$ cat config.mk
export PLATFORM = sky130hd
export DESIGN_NAME = bytefield_lu
export DESIGN_NICKNAME = d
export VERILOG_FILES = /design/src/rtl/blu_pkg.sv /design/src/rtl/blu_mask_gen.sv /design/src/rtl/blu_connective.sv /design/src/rtl/blu_zero_det.sv /design/src/rtl/bytefield_lu.sv
export SDC_FILE = /design/constraint.sdc
export NUM_CORES = 1
export LEC_CHECK = 0
export BUFFER_PORTS_ARGS = -buffer_cell sky130_fd_sc_hd__clkbuf_2
export CAP_MARGIN = 0
export CORE_AREA = 2 2 66 115
export DETAILED_ROUTE_END_ITERATION = 10
export DIE_AREA = 0 0 68 117
export GPL_ROUTABILITY_DRIVEN = 0
export GPL_TIMING_DRIVEN = 1
export PLACE_DENSITY = 0.56
export SYNTH_ARGS = -nofsm -noshare
export SYNTH_HDL_FRONTEND = slang
export SYNTH_SLANG_ARGS = --single-unit
$ cat constraint.sdc
create_clock -name clk -period 2.2 [get_ports clk]
set_input_delay 0.33 -clock clk [delete_from_list [all_inputs] [get_ports clk]]
set_output_delay 0.33 -clock clk [all_outputs]
set_load 0.005 [all_outputs]
$ cat src/rtl/blu_pkg.sv
package blu_pkg;
    localparam int BLU_W   = 16;
    localparam int BLU_SZW = 3;

    // Saturate an oversized size code to the narrowest legal field.
    function automatic logic [BLU_SZW-1:0] clamp_size(input logic [BLU_SZW-1:0] code,
                                                     input int lvls);
        if (int'(code) > lvls - 1)
            return BLU_SZW'(lvls - 1);
        return code;
    endfunction
endpackage

$ cat src/rtl/blu_mask_gen.sv
module blu_mask_gen
    import blu_pkg::*;
#(
    parameter int DATA_W = BLU_W,
    parameter int SZ_W   = BLU_SZW,
    localparam int POS_W = $clog2(DATA_W),
    localparam int LVLS  = POS_W + 1
) (
    input  logic [SZ_W-1:0]   size_code,
    input  logic [POS_W-1:0]  pos_idx,
    output logic [DATA_W-1:0] mask
);
    logic [SZ_W-1:0]  code_c;
    logic [SZ_W-1:0]  shamt;
    logic [POS_W-1:0] pos_lim;
    logic [POS_W-1:0] pos_m;

    always_comb begin
        code_c  = clamp_size(size_code, LVLS);
        // log2 of field width: widest field for code 0
        shamt   = SZ_W'(LVLS - 1) - code_c;
        pos_lim = POS_W'((1 << code_c) - 1);
        pos_m   = pos_idx & pos_lim;
    end

    // One comparator per bit: bit i is in the field if its field index matches.
    for (genvar i = 0; i < DATA_W; i++) begin : g_bit
        logic [POS_W-1:0] fld_idx;
        assign fld_idx = POS_W'(i) >> shamt;
        assign mask[i] = (fld_idx == pos_m);
    end
endmodule

$ cat src/rtl/blu_connective.sv
module blu_connective
    import blu_pkg::*;
#(
    parameter int DATA_W = BLU_W
) (
    input  logic [DATA_W-1:0] a,
    input  logic [DATA_W-1:0] b,
    input  logic [3:0]        func,
    output logic [DATA_W-1:0] y
);
    // Each bit looks up its own truth-table entry, indexed {a,b}.
    for (genvar i = 0; i < DATA_W; i++) begin : g_lut
        assign y[i] = func[{a[i], b[i]}];
    end
endmodule

$ cat src/rtl/blu_zero_det.sv
module blu_zero_det
    import blu_pkg::*;
#(
    parameter int DATA_W = BLU_W
) (
    input  logic [DATA_W-1:0] data,
    input  logic [DATA_W-1:0] mask,
    output logic              is_zero
);
    assign is_zero = ~|(data & mask);
endmodule

$ cat src/rtl/bytefield_lu.sv
module bytefield_lu
    import blu_pkg::*;
#(
    parameter int DATA_W = BLU_W,
    parameter int SZ_W   = BLU_SZW,
    localparam int POS_W = $clog2(DATA_W),
    localparam int LVLS  = POS_W + 1
) (
    input  logic              clk,
    input  logic              rst_n,
    input  logic              start,
    input  logic [DATA_W-1:0] acc_in,
    input  logic [DATA_W-1:0] opnd_in,
    input  logic [SZ_W-1:0]   size_code,
    input  logic [POS_W-1:0]  pos_idx,
    input  logic [3:0]        func,
    output logic [DATA_W-1:0] acc_out,
    output logic              zero_out
);
    typedef struct packed {
        logic [DATA_W-1:0] acc;
        logic              zero;
    } state_t;

    state_t            st_d, st_q;
    logic [DATA_W-1:0] mask;
    logic [DATA_W-1:0] fres;
    logic [DATA_W-1:0] merged;
    logic              fld_zero;

    blu_mask_gen #(.DATA_W(DATA_W), .SZ_W(SZ_W)) u_mask (
        .size_code (size_code),
        .pos_idx   (pos_idx),
        .mask      (mask)
    );

    blu_connective #(.DATA_W(DATA_W)) u_conn (
        .a    (acc_in),
        .b    (opnd_in),
        .func (func),
        .y    (fres)
    );

    blu_zero_det #(.DATA_W(DATA_W)) u_zero (
        .data    (fres),
        .mask    (mask),
        .is_zero (fld_zero)
    );

    always_comb begin
        merged = (acc_in & ~mask) | (fres & mask);
        st_d   = st_q;
        if (start) begin
            st_d.acc  = merged;
            st_d.zero = fld_zero;
        end
    end

    always_ff @(posedge clk or negedge rst_n) begin
        if (!rst_n) begin
            st_q.acc  <= '0;
            st_q.zero <= 1'b1;
        end else begin
            st_q <= st_d;
        end
    end

    assign acc_out  = st_q.acc;
    assign zero_out = st_q.zero;

    // mask population matches the field width chosen by the size code
    a_r2_field_width: assert property (@(posedge clk) disable iff (!rst_n)
        $countones(mask) == (DATA_W >> clamp_size(size_code, LVLS)));

    // bits outside the field follow the sampled accumulator
    a_r6_outside_kept: assert property (@(posedge clk) disable iff (!rst_n)
        start |=> ((acc_out & ~$past(mask)) == ($past(acc_in) & ~$past(mask))));

    // flag agrees with the registered field content
    a_r8_zero_flag: assert property (@(posedge clk) disable iff (!rst_n)
        start |=> (zero_out == ((acc_out & $past(mask)) == '0)));

    // no strobe, no change
    a_r9_hold: assert property (@(posedge clk) disable iff (!rst_n)
        !start |=> ($stable(acc_out) && $stable(zero_out)));
endmodule

---- Word level (Yosys, flattened, before mapping) ----
Index checks and enable logic that the tools add are counted.
word-level totals
  register bits ........................... 17
  input port bits ......................... 46
  output and inout port bits .............. 17
  word-level logic and storage cells ...... 96
operators by class
  add/subtract/negate cells ............... 2
  order comparisons ....................... 17
  eq/ne operators ......................... 16
  shift operators ......................... 17
  multiplexer cells ....................... 35
  bitwise logic cells ..................... 5
  reductions and logical operators ........ 2
operators by type and width
  kind                                                                  number
  4-bit equality test                                                   16
  2-bit by 3-bit < comparator with 1-bit output, second input constant  16
  16-bit AND                                                            2
  1-bit binary-select mux with 2-bit select                             16
  4-bit by 3-bit right shift with 4-bit output, first input constant    8
  1-bit 2-to-1 mux                                                      17
  16-bit inverter                                                       1
  16-bit bitwise OR                                                     1
  16-bit OR reduction                                                   1
  3-bit by 3-bit right shift with 4-bit output, first input constant    4
  1-bit by 3-bit right shift with 4-bit output, first input constant    2
  2-bit by 3-bit right shift with 4-bit output, first input constant    2
  3-bit 2-to-1 mux                                                      2
  4-bit AND                                                             1
  1-bit by 3-bit << shifter with 4-bit output, first input constant     1
  4-bit by 2-bit subtractor with 4-bit output, second input constant    1
  3-bit > comparator, second input constant                             1
  3-bit subtractor, first input constant                                1
  1-bit logical NOT                                                     1

---- Depth between registers and ports, before layout ----
  depth after elaboration ................. 10
  gate-level depth with buffers ........... 14
  depth with buffers taken out ............ 11

---- Cells and area by module ----
A second synthesis with hierarchy kept.
second synthesis, totals
  cell total of the unflattened synthesis .. 243
  area total of the unflattened synthesis .. 2409.8 um^2
modules (own cells, without submodules)
  module          times used  cells each  area an instance (um^2)
  blu_mask_gen    1           144         1003.5
  bytefield_lu    1           70          889.6
  blu_connective  1           20          412.9
  blu_zero_det    1           9           103.8

---- Worst setup path after synthesis ----
OpenSTA, ideal clock, no wires.
  path type ............................... input to register
  from .................................... in size_code[1]
  to ...................................... reg st_q, in the netlist acc_out[2]
  library setup time ...................... 0.137 ns
  arrival ................................. 2.284 ns
  slack ................................... -0.221 ns
  cell stages on the path ................. 13
  buffers on the path ..................... 3
  path through ............................ buf_6 > nand2b_1 > buf_2 > ha_1 > inv_1 > ha_1 > buf_2 > o21ai_0 > o311ai_0 > and3_1 > nand3_1 > mux2i_1 > a21oi_1
between the ends
  cells in the longest elaborated chain, start to end .. 10
ends and longest elaborated chain
  what                                         RTL line            text
  start, declared                              bytefield_lu.sv:14  input logic [SZ_W-1:0] size_code,
  3-bit > comparator                           blu_pkg.sv:8        if (int'(code) > lvls - 1)
  1-bit 2-to-1 mux                             blu_pkg.sv:8
  3-bit 2-to-1 mux (*)                         blu_pkg.sv:10       return code;
  1-bit by 3-bit << shifter with 4-bit output  blu_mask_gen.sv:22  pos_lim = POS_W'((1 << code_c) - 1);
  4-bit by 2-bit subtractor with 4-bit output  blu_mask_gen.sv:22
  4-bit AND                                    blu_mask_gen.sv:23  pos_m = pos_idx & pos_lim;
  4-bit equality test (*)                      blu_mask_gen.sv:30  assign mask[i] = (fld_idx == pos_m);
  16-bit inverter                              bytefield_lu.sv:51  merged = (acc_in & ~mask) | (fres & mask);
  16-bit AND                                   bytefield_lu.sv:51
  16-bit bitwise OR (*)                        bytefield_lu.sv:51
  end signal, assigned                         bytefield_lu.sv:64  st_q <= st_d;
  end, declared                                bytefield_lu.sv:25  state_t st_d, st_q;
Every way passes the cells marked *; elsewhere a longest branch is shown, timed or not.
A chain may end at the register's enable or synchronous reset.

---- Final worst setup path ----
  from .................................... in size_code[2]
  to ...................................... reg st_q, in the netlist zero_out
between the ends
  cells in the longest elaborated chain, start to end .. 10
ends and longest elaborated chain
  what                                         RTL line            text
  3-bit > comparator                           blu_pkg.sv:8
  1-bit 2-to-1 mux                             blu_pkg.sv:8
  3-bit 2-to-1 mux (*)                         blu_pkg.sv:10
  1-bit by 3-bit << shifter with 4-bit output  blu_mask_gen.sv:22
  4-bit by 2-bit subtractor with 4-bit output  blu_mask_gen.sv:22
  4-bit AND                                    blu_mask_gen.sv:23
  4-bit equality test                          blu_mask_gen.sv:30
  16-bit AND (*)                               blu_zero_det.sv:10  assign is_zero = ~|(data & mask);
  16-bit OR reduction (*)                      blu_zero_det.sv:10
  1-bit logical NOT (*)                        blu_zero_det.sv:10
Marks and branches as above.

==> results.py <==
metrics = {
    "synthesis": {
        "ys_ff_latch": 17,
        "synth_fp_nets": 325,
        "synth.distinct_cells": 52,
        "netlist_instances": 269,
        "yosysTopAreaCell": "dfrtp_1",
        "syn_area_per_cell_sq_um": 8.60,
        "yosysWarnings": 0,
        "synthArstFlopShare": 1.00,
        "synth_edf_count": 0,
        "synthTopCellsByArea": "dfrtp_1 (17%), mux4_1 (9.1%), mux4_2 (7.8%)",
        "ys_seq_area_frac": 0.184,
        "ys.flop_type": "dfrtp_1",
        "synthesis.area_sq_um": 2310,
        "yosysTopAreaCellShare": 0.173,
    },
    "floorplan": {
        "coreArea_sq_um": 7080,
        "die_w_microns": 68,
        "rows": 41,
        "initial_core_util": 0.327,
        "pin_count": 63,
        "dieArea_sq_um": 7960,
        "die_h_microns": 117,
    },
    "clock_network": {
        "htree_levels": 1,
        "cts_tree": "done",
        "root_buffer": "clkbuf_16",
        "cts_made_buffers": 3,
        "holdBufCountCts": 0,
        "cts.path.max_buffers": 2,
        "clk_latency_ns": 0.25,
        "cts_sinks": 17,
        "path_clk_slew_ns": 0.05,
    },
    "route": {
        "drtIter0Drc": 56,
        "ant_nets": 0,
        "wl_per_cell_microns": 16.3,
        "wirelength_mm": 7.26,
        "via_count": 2343,
        "dr.pass1.iters": 4,
        "routed_via_density": 5.28,
        "drcViolationCount": 0,
    },
    "grt": {
        "grt_usage": 0.193,
        "grt_max_degree": 29,
        "grt_pass1_wl_mm": 11.5,
        "antenna_found_initial": 0,
        "overflow": 0,
        "grt_pass1_vias": 2384,
    },
    "layout": {
        "regArea_sq_um": 427,
        "fin_area_sq_um": 3150,
        "syn2layout_area_growth_pct": 36.0,
        "nNetsFinal": 415,
        "fillers": 719,
        "diodes": 0,
        "final_common_cell": "clkbuf_2",
        "final_util": 0.445,
        "multi_input_area_sq_um": 1840,
        "final_cell_mix": "clkbuf_2 (61), buf_4 (45), nor2_1 (36)",
        "final_layout_size_suffix_gt1_frac": 0.419,
    },
    "setup_path": {
        "crit_top_cell": "ha_4",
        "path_cells": "buf_6 > nand2b_4 > ha_4 > inv_1 > ha_4 > nor2_4 > nand3_1 > a32oi_2 > o21ai_0 > nor3_1 > nand4_1 > o22ai_1",
        "criticalPathCategory": "in2reg",
        "arrival_ns": 2.24,
        "ff2ff_setup_slack_ns": 1.40,
        "cp_max_fo": 6,
        "cp-end-kind": "flip-flop",
        "cp.required_ns": 2.37,
        "cp_top_family": "simple AND/OR/NAND/NOR gates",
        "cp_slowest_cell": "a32oi_2",
        "slowest_delay_ns": 0.30,
        "worstSetupStartpointType": "primary input",
        "crit_buf_inv": 2,
    },
    "pwr": {
        "cellLeakagePower_nw": 1.46,
        "total_power_mw": 1.47,
        "powerDensity_nw_per_um2": 466,
        "irDropWorstVdd_mv": 0.437,
    },
    "placed_design": {
        "portBuffers": 62,
        "place_area_sq_um": 2930,
        "dp_hpwl_mm": 6.05,
        "pre_cts_slack_ns": -0.411,
    },
    "sta": {
        "finalHoldViolCount": 0,
        "finalClockSkew_ns": 0,
        "hold_ws_ns": 0.0105,
        "final.setup.worst_slack_ns": 0.126,
        "drv_slew": 0,
        "slew_headroom": 0.711,
        "period_minus_slack_ns": 2.07,
        "rsz0062_at_grt": "no",
        "worst_pin_slew_ns": 0.433,
        "max_freq_mhz": 482,
        "setup_viol": 0,
        "post-route-period-util": 0.943,
    },
    "outcome": {
        "status": "completed",
    },
    "run": {
        "cap_violations": 0,
    },
    "worst_hold_path": {
        "hp-class": "in2async",
    },
}
[flip-flops by register name, indices dropped and copies added, names as in the netlist]
signal	cells
acc_out	16
zero_out	1
[logic make-up after synthesis]
kind of cell	after synthesis	share of synthesized area
flip-flops	17	0.184
AND/OR/NAND/NOR	94	0.188
multiplexers	29	0.225
buffers and inverters	31	0.0784
adder cells (fa/ha/maj)	10	0.0541
AO/OA/AOI/OAI	72	0.203
XOR/XNOR	16	0.0670
[metrics by stage]
| step | std cells | setup TNS [ns] |
|---|---|---|
| floorplan | 269 | 0 |
| global placement | 436 | -3.43 |
| detailed placement | 436 | -4.08 |
| CTS | 441 | 0 |
| global route | 444 | 0 |
| finish | 444 | 0 |
[final cells by class]
cell class                 count  area share
multi-input combinational    221       0.586
clock buffer                   4      0.0250
timing repair buffer         107       0.208
inverter                       9      0.0115
sequential                    17       0.136
tap                           86      0.0342
[cells in the mapped netlist (3+ instances only)]
cell type  count
nor2_1        37
a21oi_1       27
nand2_1       22
dfrtp_1       16
mux2i_1       13
xnor2_1       12
o21ai_0       11
ha_1          10
buf_2          8
inv_1          8
mux4_1         8
mux4_2         8
nand3_1        8
buf_6          7
clkbuf_1       7
and3_1         5
nand2b_1       5
nor2b_1        5
nor3_1         5
a32oi_1        4
o21ai_1        3
o22ai_1        3
[layer usage]
metal / part of all wire / wire, microns / vias up / GRT usage
met5: 0 / 0 / - / 0
met4: 0.054 / 391 / 0 / 0.0973
met3: 0.020 / 143 / 23 / 0.0115
met2: 0.56 / 4050 / 52 / 0.368
met1: 0.37 / 2680 / 1111 / 0.204
li1: - / - / 1157 / -
[worst paths after layout]
path,from,to,cells past startpoint
worst max-delay path,size_code[2],zero_out,12
worst min-delay path,rst_n,acc_out[5],1
worst max register to register,zero_out,zero_out,2
worst min register to register,zero_out,zero_out,2
max in group asynchronous,rst_n,zero_out,1
min in group clk,start,zero_out,2
[power breakdown]
part | switching, mW | internal [mW] | leakage [nW] | total [mW]
combinational | 0.365 | 0.353 | 1.23 | 0.718
clock | 0.116 | 0.246 | 0.0382 | 0.362
sequential | 0.0258 | 0.360 | 0.189 | 0.386
[repair_timing]
item / CTS / global route
buffers inserted: 1 / 3
endpoints found under the setup margin: 10 / 14
resized for setup: 5 / 20
pin swaps: 1 / 7
(Power assumes the default switching activity.)
